**config.mk**
```make
export PLATFORM = sky130hd
export DESIGN_NAME = coal_top
export DESIGN_NICKNAME = d
export VERILOG_FILES = /design/src/rtl/coal_pkg.sv /design/src/rtl/coal_lead.sv /design/src/rtl/coal_group.sv /design/src/rtl/coal_top.sv
export SDC_FILE = /design/constraint.sdc
export NUM_CORES = 2
export LEC_CHECK = 0
export BUFFER_PORTS_ARGS = -buffer_cell sky130_fd_sc_hd__clkbuf_2
export CORE_AREA = 2 2 439 441
export DETAILED_ROUTE_END_ITERATION = 6
export DIE_AREA = 0 0 441 443
export GPL_TIMING_DRIVEN = 0
export PLACE_DENSITY = 0.53
export SYNTH_ARGS = -nofsm -noshare
export SYNTH_HDL_FRONTEND = slang
export SYNTH_SLANG_ARGS = --single-unit
```
**constraint.sdc**
```tcl
create_clock -name clk -period 63.4 [get_ports clk]
set_clock_uncertainty 0.15 [all_clocks]
set_input_delay 6.34 -clock clk [delete_from_list [all_inputs] [get_ports clk]]
set_output_delay 6.34 -clock clk [all_outputs]
set_load 0.01 [all_outputs]
```
**src/rtl/coal_pkg.sv**
```systemverilog
package coal_pkg;

  typedef enum logic [2:0] {
    WS_1B  = 3'd0,
    WS_2B  = 3'd1,
    WS_4B  = 3'd2,
    WS_8B  = 3'd3,
    WS_16B = 3'd4
  } wsize_e;

  // Aligned segment size in bytes for a word-size code.
  function automatic logic [7:0] seg_bytes(input logic [2:0] ws);
    case (ws)
      WS_1B:   return 8'd32;
      WS_2B:   return 8'd64;
      default: return 8'd128;
    endcase
  endfunction

  // Word size in bytes for a word-size code.
  function automatic logic [4:0] word_bytes(input logic [2:0] ws);
    case (ws)
      WS_1B:   return 5'd1;
      WS_2B:   return 5'd2;
      WS_4B:   return 5'd4;
      WS_8B:   return 5'd8;
      default: return 5'd16;
    endcase
  endfunction

endpackage

```
**src/rtl/coal_lead.sv**
```systemverilog
module coal_lead #(
  parameter int N = 16,
  localparam int IDX_W = $clog2(N)
) (
  input  logic [N-1:0]     vec,
  output logic [IDX_W-1:0] idx,
  output logic             any
);

  // Lowest set bit wins.
  always_comb begin
    idx = '0;
    for (int i = N - 1; i >= 0; i--) begin
      if (vec[i]) idx = IDX_W'(i);
    end
  end

  assign any = |vec;

endmodule

```
**src/rtl/coal_group.sv**
```systemverilog
module coal_group
  import coal_pkg::*;
#(
  parameter int HALF   = 16,
  parameter int ADDR_W = 32,
  localparam int IDX_W = $clog2(HALF)
) (
  input  logic [HALF*ADDR_W-1:0] addr,
  input  logic [HALF-1:0]        pend,
  input  logic [2:0]             ws,
  input  logic [IDX_W-1:0]       lead_idx,
  output logic [ADDR_W-1:0]      base,
  output logic [7:0]             bytes,
  output logic [HALF-1:0]        mask
);

  logic [ADDR_W-1:0] seg_len, seg_msk, word_msk, seg_base;
  logic [ADDR_W-1:0] a_al [HALF];
  logic              u6lo, u6hi, u5lo, u5hi;

  assign seg_len  = ADDR_W'(seg_bytes(ws));
  assign seg_msk  = ~(seg_len - ADDR_W'(1));
  assign word_msk = ~(ADDR_W'(word_bytes(ws)) - ADDR_W'(1));

  // Per-thread aligned address and segment match.
  for (genvar gi = 0; gi < HALF; gi++) begin : g_thr
    assign a_al[gi] = addr[gi*ADDR_W +: ADDR_W] & word_msk;
    assign mask[gi] = pend[gi] && ((a_al[gi] & seg_msk) == seg_base);
  end

  assign seg_base = a_al[lead_idx] & seg_msk;

  // Which halves of the 128B and 64B windows are touched.
  always_comb begin
    u6lo = 1'b0;
    u6hi = 1'b0;
    u5lo = 1'b0;
    u5hi = 1'b0;
    for (int i = 0; i < HALF; i++) begin
      if (mask[i]) begin
        if (a_al[i][6]) u6hi = 1'b1;
        else            u6lo = 1'b1;
        if (a_al[i][5]) u5hi = 1'b1;
        else            u5lo = 1'b1;
      end
    end
  end

  // Two-step shrink: 128 -> 64, then 64 -> 32.
  always_comb begin
    bytes = seg_bytes(ws);
    base  = seg_base;
    if (bytes == 8'd128 && !(u6lo && u6hi)) begin
      bytes   = 8'd64;
      base[6] = u6hi;
    end
    if (bytes == 8'd64 && !(u5lo && u5hi)) begin
      bytes   = 8'd32;
      base[5] = u5hi;
    end
  end

endmodule

```
**src/rtl/coal_top.sv**
```systemverilog
module coal_top
  import coal_pkg::*;
#(
  parameter int NTHR   = 32,
  parameter int ADDR_W = 32,
  localparam int HALF  = NTHR / 2,
  localparam int IDX_W = $clog2(HALF)
) (
  input  logic                   clk,
  input  logic                   rst_n,
  input  logic                   req_valid,
  output logic                   req_ready,
  input  logic [NTHR*ADDR_W-1:0] req_addr,
  input  logic [NTHR-1:0]        req_mask,
  input  logic [2:0]             req_wsize,
  output logic                   txn_valid,
  input  logic                   txn_ready,
  output logic [ADDR_W-1:0]      txn_base,
  output logic [7:0]             txn_bytes,
  output logic                   txn_half,
  output logic [HALF-1:0]        txn_mask,
  output logic                   done
);

  logic                   busy_q, busy_d;
  logic [NTHR-1:0]        pend_q, pend_d;
  logic [NTHR*ADDR_W-1:0] addr_q;
  logic [2:0]             ws_q;
  logic                   load_en, fire, sel_hi, any_pend;
  logic [HALF-1:0]        pend_lo, pend_hi, pend_cur;
  logic [HALF*ADDR_W-1:0] addr_cur;
  logic [IDX_W-1:0]       lead_idx;

  assign pend_lo  = pend_q[0 +: HALF];
  assign pend_hi  = pend_q[HALF +: HALF];
  assign sel_hi   = ~|pend_lo;
  assign pend_cur = sel_hi ? pend_hi : pend_lo;
  assign addr_cur = sel_hi ? addr_q[HALF*ADDR_W +: HALF*ADDR_W]
                           : addr_q[0 +: HALF*ADDR_W];

  coal_lead #(.N(HALF)) u_lead (
    .vec (pend_cur),
    .idx (lead_idx),
    .any (any_pend)
  );

  coal_group #(.HALF(HALF), .ADDR_W(ADDR_W)) u_group (
    .addr     (addr_cur),
    .pend     (pend_cur),
    .ws       (ws_q),
    .lead_idx (lead_idx),
    .base     (txn_base),
    .bytes    (txn_bytes),
    .mask     (txn_mask)
  );

  assign req_ready = ~busy_q;
  assign txn_valid = busy_q & any_pend;
  assign txn_half  = sel_hi;
  assign done      = busy_q & ~|pend_q;
  assign load_en   = req_valid & req_ready;
  assign fire      = txn_valid & txn_ready;

  // Next state
  always_comb begin
    busy_d = busy_q;
    pend_d = pend_q;
    if (load_en) begin
      busy_d = 1'b1;
      pend_d = req_mask;
    end else if (done) begin
      busy_d = 1'b0;
    end else if (fire) begin
      if (sel_hi) pend_d[HALF +: HALF] = pend_hi & ~txn_mask;
      else        pend_d[0 +: HALF]    = pend_lo & ~txn_mask;
    end
  end

  // Control registers
  always_ff @(posedge clk or negedge rst_n) begin
    if (!rst_n) begin
      busy_q <= 1'b0;
      pend_q <= '0;
    end else begin
      busy_q <= busy_d;
      pend_q <= pend_d;
    end
  end

  // Request payload, loaded only on accept
  always_ff @(posedge clk) begin
    if (load_en) begin
      addr_q <= req_addr;
      ws_q   <= req_wsize;
    end
  end

  AST_HOLD_STALL: assert property (@(posedge clk) disable iff (!rst_n)
    txn_valid && !txn_ready |=> txn_valid && $stable(txn_base) && $stable(txn_bytes)
      && $stable(txn_mask) && $stable(txn_half));
  AST_BASE_ALIGN: assert property (@(posedge clk) disable iff (!rst_n)
    txn_valid |-> (txn_base & (ADDR_W'(txn_bytes) - ADDR_W'(1))) == '0);
  AST_MASK_SUBSET: assert property (@(posedge clk) disable iff (!rst_n)
    txn_valid |-> txn_mask[lead_idx] && ((txn_mask & ~pend_cur) == '0));
  AST_SIZE_LEGAL: assert property (@(posedge clk) disable iff (!rst_n)
    txn_valid |-> (txn_bytes == 8'd32 || txn_bytes == 8'd64 || txn_bytes == 8'd128)
      && txn_bytes <= seg_bytes(ws_q));
  AST_DONE_PULSE: assert property (@(posedge clk) disable iff (!rst_n)
    done |=> !done && req_ready);
  AST_BUSY_REFUSE: assert property (@(posedge clk) disable iff (!rst_n)
    txn_valid |-> !req_ready);
  AST_HALF_ORDER: assert property (@(posedge clk) disable iff (!rst_n)
    txn_valid && txn_half |=> !(txn_valid && !txn_half));

endmodule

```
Word level (Yosys, flattened, before mapping)
Index checks and enable logic that the tools add are counted.
{"block": "word_totals", "ff_bits": 1060, "latchBits": 0, "ram_bits": 0, "rom_bits": 0, "in_bits": 1063, "out_inout_bits": 60, "wordCells": 270, "n_memories": 0}
{"block": "classes", "addsub": 2, "mul": 0, "div_mod_pow": 0, "order_cmp": 1, "eq_ne": 23, "n_shift": 0, "mux": 162, "bitwise": 44, "n_reduce_logical": 33}
{"cell": "32-bit bitwise AND", "count": 33}
{"cell": "32-bit == test", "count": 16}
{"cell": "512-bit two-way mux", "count": 1}
{"cell": "32-bit two-way mux", "count": 5}
{"cell": "1-bit two-way mux", "count": 132}
{"cell": "32-bit binary-select mux with 4-bit select", "count": 1}
{"cell": "4-bit two-way mux", "count": 16}
{"cell": "32-bit NOT", "count": 2}
{"cell": "16-bit two-way mux", "count": 3}
{"cell": "16-bit bitwise AND", "count": 2}
{"cell": "16-bit OR reduction", "count": 2}
{"cell": "32-bit OR reduction", "count": 1}
{"cell": "1-bit logical AND", "count": 20}
{"cell": "5-bit one-hot mux with 4 select lines", "count": 1}
{"cell": "8-bit two-way mux", "count": 2}
{"cell": "16-bit NOT", "count": 1}
{"cell": "8-bit one-hot mux with 2 select lines", "count": 1}
{"cell": "8-bit by 1-bit subtractor with 9-bit output, second input constant", "count": 1}
{"cell": "8-bit by 7-bit == test with 1-bit output, second input constant", "count": 1}
{"cell": "8-bit == test, second input constant", "count": 1}
{"cell": "3-bit by 2-bit == test with 1-bit output, second input constant", "count": 2}
{"cell": "3-bit AND reduction", "count": 2}
{"cell": "2-bit nonzero test", "count": 3}
{"cell": "5-bit by 1-bit subtractor with 6-bit output, second input constant", "count": 1}
{"cell": "9 further kinds", "count": 15}

Logic depth before layout (Yosys ltp)
{"block": "depth", "ltp_word": 63, "depth_mapped": 30, "mapped_depth_nobuf": 23}

Hierarchy
A second synthesis with hierarchy kept.
{"block": "hier_totals", "cells_unflattened": 4918, "hier_area_um2": 53094.7}
{"mod": "coal_top", "instances": 1, "cells_per_inst": 2890, "area_per_inst_um2": 38908.6, "seq_area_each_um2": 31665.4}
{"mod": "coal_group", "instances": 1, "cells_per_inst": 1994, "area_per_inst_um2": 14009.7, "seq_area_each_um2": 0.0}
{"mod": "coal_lead", "instances": 1, "cells_per_inst": 34, "area_per_inst_um2": 176.4, "seq_area_each_um2": 0.0}

Least setup slack after synthesis
OpenSTA, ideal clock, no wires.
{"block": "synth_path", "path_type": "input to register", "startpoint": "input port req_valid", "endpoint": "register addr_q[1000], enable pin", "t_arrival_ps": 30205, "slack_ps": 31475, "path_stages": 3, "path_buffers": 2, "cell_sequence": "nor2b_1 > clkbuf_1 > clkbuf_1"}
{"block": "synth_between", "elab_chain_len": 1}
{"element": "start: declaration", "line": "coal_top.sv:11", "source": "input logic req_valid,"}
{"element": "1-bit bitwise AND", "line": "coal_top.sv:61", "source": "assign load_en = req_valid & req_ready;"}
{"element": "end signal: assignment", "line": "coal_top.sv:93", "source": "addr_q <= req_addr;"}
{"element": "end: declaration", "line": "coal_top.sv:27", "source": "logic [NTHR*ADDR_W-1:0] addr_q;"}
Every way passes these cells.
A chain may end at the register's enable or synchronous reset.

Final worst setup path
{"block": "layout_path", "startpoint": "register pend_q[13]", "endpoint": "output port txn_base[5]"}
{"block": "layout_between", "elab_chain_len": 63, "word_cells_on_any_way": 225, "cone_classes": "eq/ne: 17; mux: 151; bitwise: 34; reduce/logical: 23"}
{"element": "start: declaration", "line": "coal_top.sv:26", "source": "logic [NTHR-1:0] pend_q, pend_d;"}
{"element": "start signal: assignment", "line": "coal_top.sv:86", "source": "pend_q <= pend_d;"}
{"element": "16-bit OR reduction", "line": "coal_top.sv:36", "source": "assign sel_hi = ~|pend_lo;"}
{"element": "16-bit two-way mux", "line": "coal_top.sv:37", "source": "assign pend_cur = sel_hi ? pend_hi : pend_lo;"}
{"element": "4-bit two-way mux (16 in series)", "line": "coal_lead.sv:14", "source": "if (vec[i]) idx = IDX_W'(i);"}
{"element": "4-bit NOT with 5-bit output (not written as such)", "line": "coal_group.sv:31", "source": "assign seg_base = a_al[lead_idx] & seg_msk;"}
{"element": "32-bit binary-select mux with 4-bit select", "line": "coal_group.sv:31"}
{"element": "32-bit two-way mux (not written as such) (2 in series)", "line": "coal_group.sv:31"}
{"element": "32-bit bitwise AND", "line": "coal_group.sv:31"}
{"element": "32-bit == test", "line": "coal_group.sv:28", "source": "assign mask[gi] = pend[gi] && ((a_al[gi] & seg_msk) == seg_base);"}
{"element": "[... 31 more ...]"}
{"element": "1-bit two-way mux", "line": "coal_group.sv:40", "source": "if (mask[i]) begin"}
{"element": "1-bit logical AND", "line": "coal_group.sv:53", "source": "if (bytes == 8'd128 && !(u6lo && u6hi)) begin"}
{"element": "1-bit zero test", "line": "coal_group.sv:53"}
{"element": "1-bit logical AND", "line": "coal_group.sv:53"}
{"element": "8-bit two-way mux", "line": "coal_group.sv:53"}
{"element": "8-bit by 7-bit == test with 1-bit output", "line": "coal_group.sv:57", "source": "if (bytes == 8'd64 && !(u5lo && u5hi)) begin"}
{"element": "1-bit logical AND", "line": "coal_group.sv:57"}
{"element": "1-bit two-way mux (*)", "line": "coal_group.sv:57"}
{"element": "end: declaration", "line": "coal_top.sv:18", "source": "output logic [ADDR_W-1:0] txn_base,"}
Every way passes the cells marked *; elsewhere a longest branch is shown, timed or not. The select of a mux whose other input is x is not followed.

==> run summary <==
# nets final: 5,571
FILL cells: 19,610
CP arrival: 10.97 ns
FF-to-FF End: pend_q[1]$_DFFE_PN0P_
proportion of layout cells with a drive suffix above 1: 31.47%
Yosys reg bits: 900
stages on the worst setup path: 29
count of input and output buffers: 952
Top cell by count, worst path: buf_4
CTS H-tree depth: 3
final setup TNS: 0 ns
Via Count: 38,330
CTS Hold Bufs: 0
worst skew pair latency: 0.79 ns
post-route design area: 57,030 um2
Post-CTS Setup Repair Bufs: 0
prevailing post-synth register cell: edfxtp_1
Data required, critical path: 56.91 ns
GRT met1 Usage: 38.01%
post-CTS resize count: 0
Leakage: 19.95 nW
status: complete, but fails checks
RSZ-0062 raised after global routing: false
Final period util: 27.53%
global-route wire length before repair: 375.1 mm
CP Launch Type: register
slowest stage delay, CP: 0.98 ns
hpwl dp: 244.8 mm
Critical Path Fanout Max: 10
type of the worst setup path: reg -> out
f_max: 57.29 MHz
First-pass DRT Iterations: 7
Die H: 443 um
Worst VDD drop: 0.02312 mV
gr busiest metal: met2
Root Buffer: clkbuf_16
Pwr Density: 32.88 nW/um2
Buf/Inv on CP: 9
largest net degree at the start of global routing: 72
GP Congestion: 1.031
most common cell after layout, fill and taps aside: clkbuf_2
antenna-violating nets left: 0
Max Cap Viol: 5
Num CTS Buffers: 102
Avg Vias per Cell: 5.371
mean post-synth cell area: 13.24 um2
asr flop ratio synth: 3.667%
most frequent cells in the layout: 953 x clkbuf_2, 867 x edfxtp_1, 398 x mux2i_1
Starting Density: 23.69%
synth-to-layout area growth: 25.93%
Sink Count: 900
reg-to-reg startpoint: pend_q[13]$_DFFE_PN0P_
die area: 195,400 um2
Seq/Total Area, Yosys: 59.31%
flop-to-flop setup slack: 53.64 ns
Mapped Area: 45,290 um2
Post-synth EDFFs: 867
Worst Hold Class: reg -> reg
Setup Viol. Count Final: 0
DIE WIDTH: 441 um
Slew @ Worst Pin: 1.667 ns
CP top delay family: simple AND/OR/NAND/NOR gates
slew margin rel.: -11.12%
critical path's slowest cell: nor4_2
CP endpoint: txn_base[5]
initial antenna violation count: 56
synth warn: 0
I/O Pins: 1,123
clk slew on worst S/H paths: 0.06 ns
CTS tree: done
Post-Synthesis Cells: 3,421
M2 GR Usage: 45.99%
Fin. Hold Viols: 0
clk buf depth: 3
number of global-route vias before repair: 36,360
post-synthesis cell type count: 112
fin crit period: 17.46 ns
Total GRT Usage: 29.74%
met3 usage: 7.335%
Worst Setup SP: pend_q[13]$_DFFE_PN0P_
worst r2r path cells: 25
DRT iter0 DRCs: 5,099
placed cell area: 53,770 um2
# DRC: 1
Worst Setup End Kind: primary output
GR Overflow Total: 0
Post-Route WL: 300.2 mm
final max-slew violation count: 27
Routed WL per cell: 42.07 um
FP Rows: 161
core footprint: 191,200 um2
failing checks: DRC, capacitance limit, slew limit
Worst Hold Path Cells: 2
==> worst register-to-register path, cell delays in order (launching register included) <==
cell and delay, ns:
dfrtp_1 0.57, nor3_1 0.18, and4b_4 0.27, nand2_4 0.16, clkinv_2 0.21, a21oi_2 0.31
clkinv_2 0.21, a31oi_4 0.60, nor2_4 0.19, nand2_2 0.16, buf_4 0.38, buf_4 0.41
buf_4 0.43, buf_2 0.53, nor2_1 0.16, o32ai_1 0.51, nand3_2 0.28, buf_4 0.29
xnor2_1 0.82, nand4_1 0.45, nor4_2 0.98, nand4_1 0.52, nor3_2 0.31, nand2_1 0.23
o21ai_0 0.21, o21ai_0 0.10
==> through the flow <==
step           util [%]  setup WS, ns   power, W  hold slack [ns]  std cells
2_1_floorplan         -         31.48  0.0009605           0.3633       3430
3_3_place_gp      27.85         17.84   0.001273           0.4447       6908
3_5_place_dp      28.13         47.26   0.001270           0.4685       6930
4_1_cts           29.81         46.37   0.001853           0.4722       7118
5_1_grt           29.81         46.23   0.001898           0.5198       7122
6_report          29.83         45.94   0.001875           0.4769       7136
==> synthesized netlist by cell type, types with 13 or more instances <==
| master | n | area share [%] |
|---|---|---|
| buf_2 | 79 | 0.87 |
| a211oi_1 | 29 | 0.48 |
| a21o_1 | 13 | 0.22 |
| mux2i_1 | 401 | 8.9 |
| xor2_1 | 122 | 2.4 |
| o311ai_0 | 16 | 0.31 |
| nor3_1 | 49 | 0.54 |
| edfxtp_1 | 867 | 57 |
| inv_1 | 61 | 0.51 |
| dfrtp_1 | 33 | 1.8 |
| nand3_1 | 99 | 1.1 |
| xnor2_1 | 225 | 4.4 |
| o211ai_1 | 33 | 0.55 |
| o31ai_1 | 27 | 0.45 |
| buf_6 | 31 | 0.77 |
| or4_1 | 26 | 0.43 |
| o21ai_0 | 109 | 1.2 |
| and3_1 | 39 | 0.54 |
| a21oi_1 | 96 | 1.1 |
| nand4_1 | 72 | 0.99 |
| buf_4 | 84 | 1.4 |
| nor2_1 | 63 | 0.52 |
| nor4_1 | 41 | 0.57 |
| or3_1 | 16 | 0.22 |
| o22ai_1 | 20 | 0.28 |
| mux2_2 | 26 | 0.65 |
| a31oi_1 | 41 | 0.57 |
| clkbuf_1 | 43 | 0.36 |
| a221oi_1 | 20 | 0.39 |
| o21ai_1 | 20 | 0.22 |
| o2111ai_1 | 41 | 0.79 |
| nand2_1 | 234 | 1.9 |
| a22oi_1 | 23 | 0.38 |
==> how the worst min path moves through the flow <==
stage                                       from                      to  slack [ns]
after floorplan           pend_q[31]$_DFFE_PN0P_  pend_q[31]$_DFFE_PN0P_        0.36
after global placement        busy_q$_DFFE_PN0P_      busy_q$_DFFE_PN0P_        0.44
after detailed placement  pend_q[26]$_DFFE_PN0P_  pend_q[26]$_DFFE_PN0P_        0.47
after CTS                 pend_q[26]$_DFFE_PN0P_  pend_q[26]$_DFFE_PN0P_        0.47
after global routing      pend_q[28]$_DFFE_PN0P_  pend_q[28]$_DFFE_PN0P_        0.52
final                     pend_q[26]$_DFFE_PN0P_  pend_q[26]$_DFFE_PN0P_        0.48
==> report_power, final <==
group	switching, W	internal [W]
Combinational	0.000461	0.000172
Sequential	0.00000577	0.000654
Clock	0.000254	0.000329
==> sequential cells by signal, indices dropped and copies added (netlist names) <==
signal,cells
ws_q,3
busy_q,1
addr_q,864
pend_q,32
==> layout make-up <==
class                           instances  area (um2)  share of cell area (%)
Multi-Input combinational cell       2223       16700                   29.28
Inverter                               64       244.0                  0.4278
Clock inverter                         65       584.3                   1.025
Timing Repair Buffer                  974        5239                   9.186
Sequential cell                       900       26860                   47.10
Tap cell                             2526        3161                   5.542
Buffer                                243        1564                   2.742
Antenna cell                           18       45.04                 0.07898
Clock buffer                          123        2631                   4.614
==> logic make-up after synthesis <==
kind of cell,after synthesis,share of synthesized area [%]
DFF,900,59.31
and+or+nand+nor,757,9.291
AOI/OAI and AO/OA,682,11.19
muxes,427,9.510
xor gates and xnor gates,347,6.711
buffers and inverters,307,3.981
other,1,0.008280
==> per-layer routing <==
layer / routed length, um / part of all wire [%]
met5: 286 / 0.095
met4: 19520 / 6.5
met3: 26760 / 8.9
met1: 120100 / 40
met2: 133500 / 44
No activity file was read; power rests on OpenSTA's default activity.
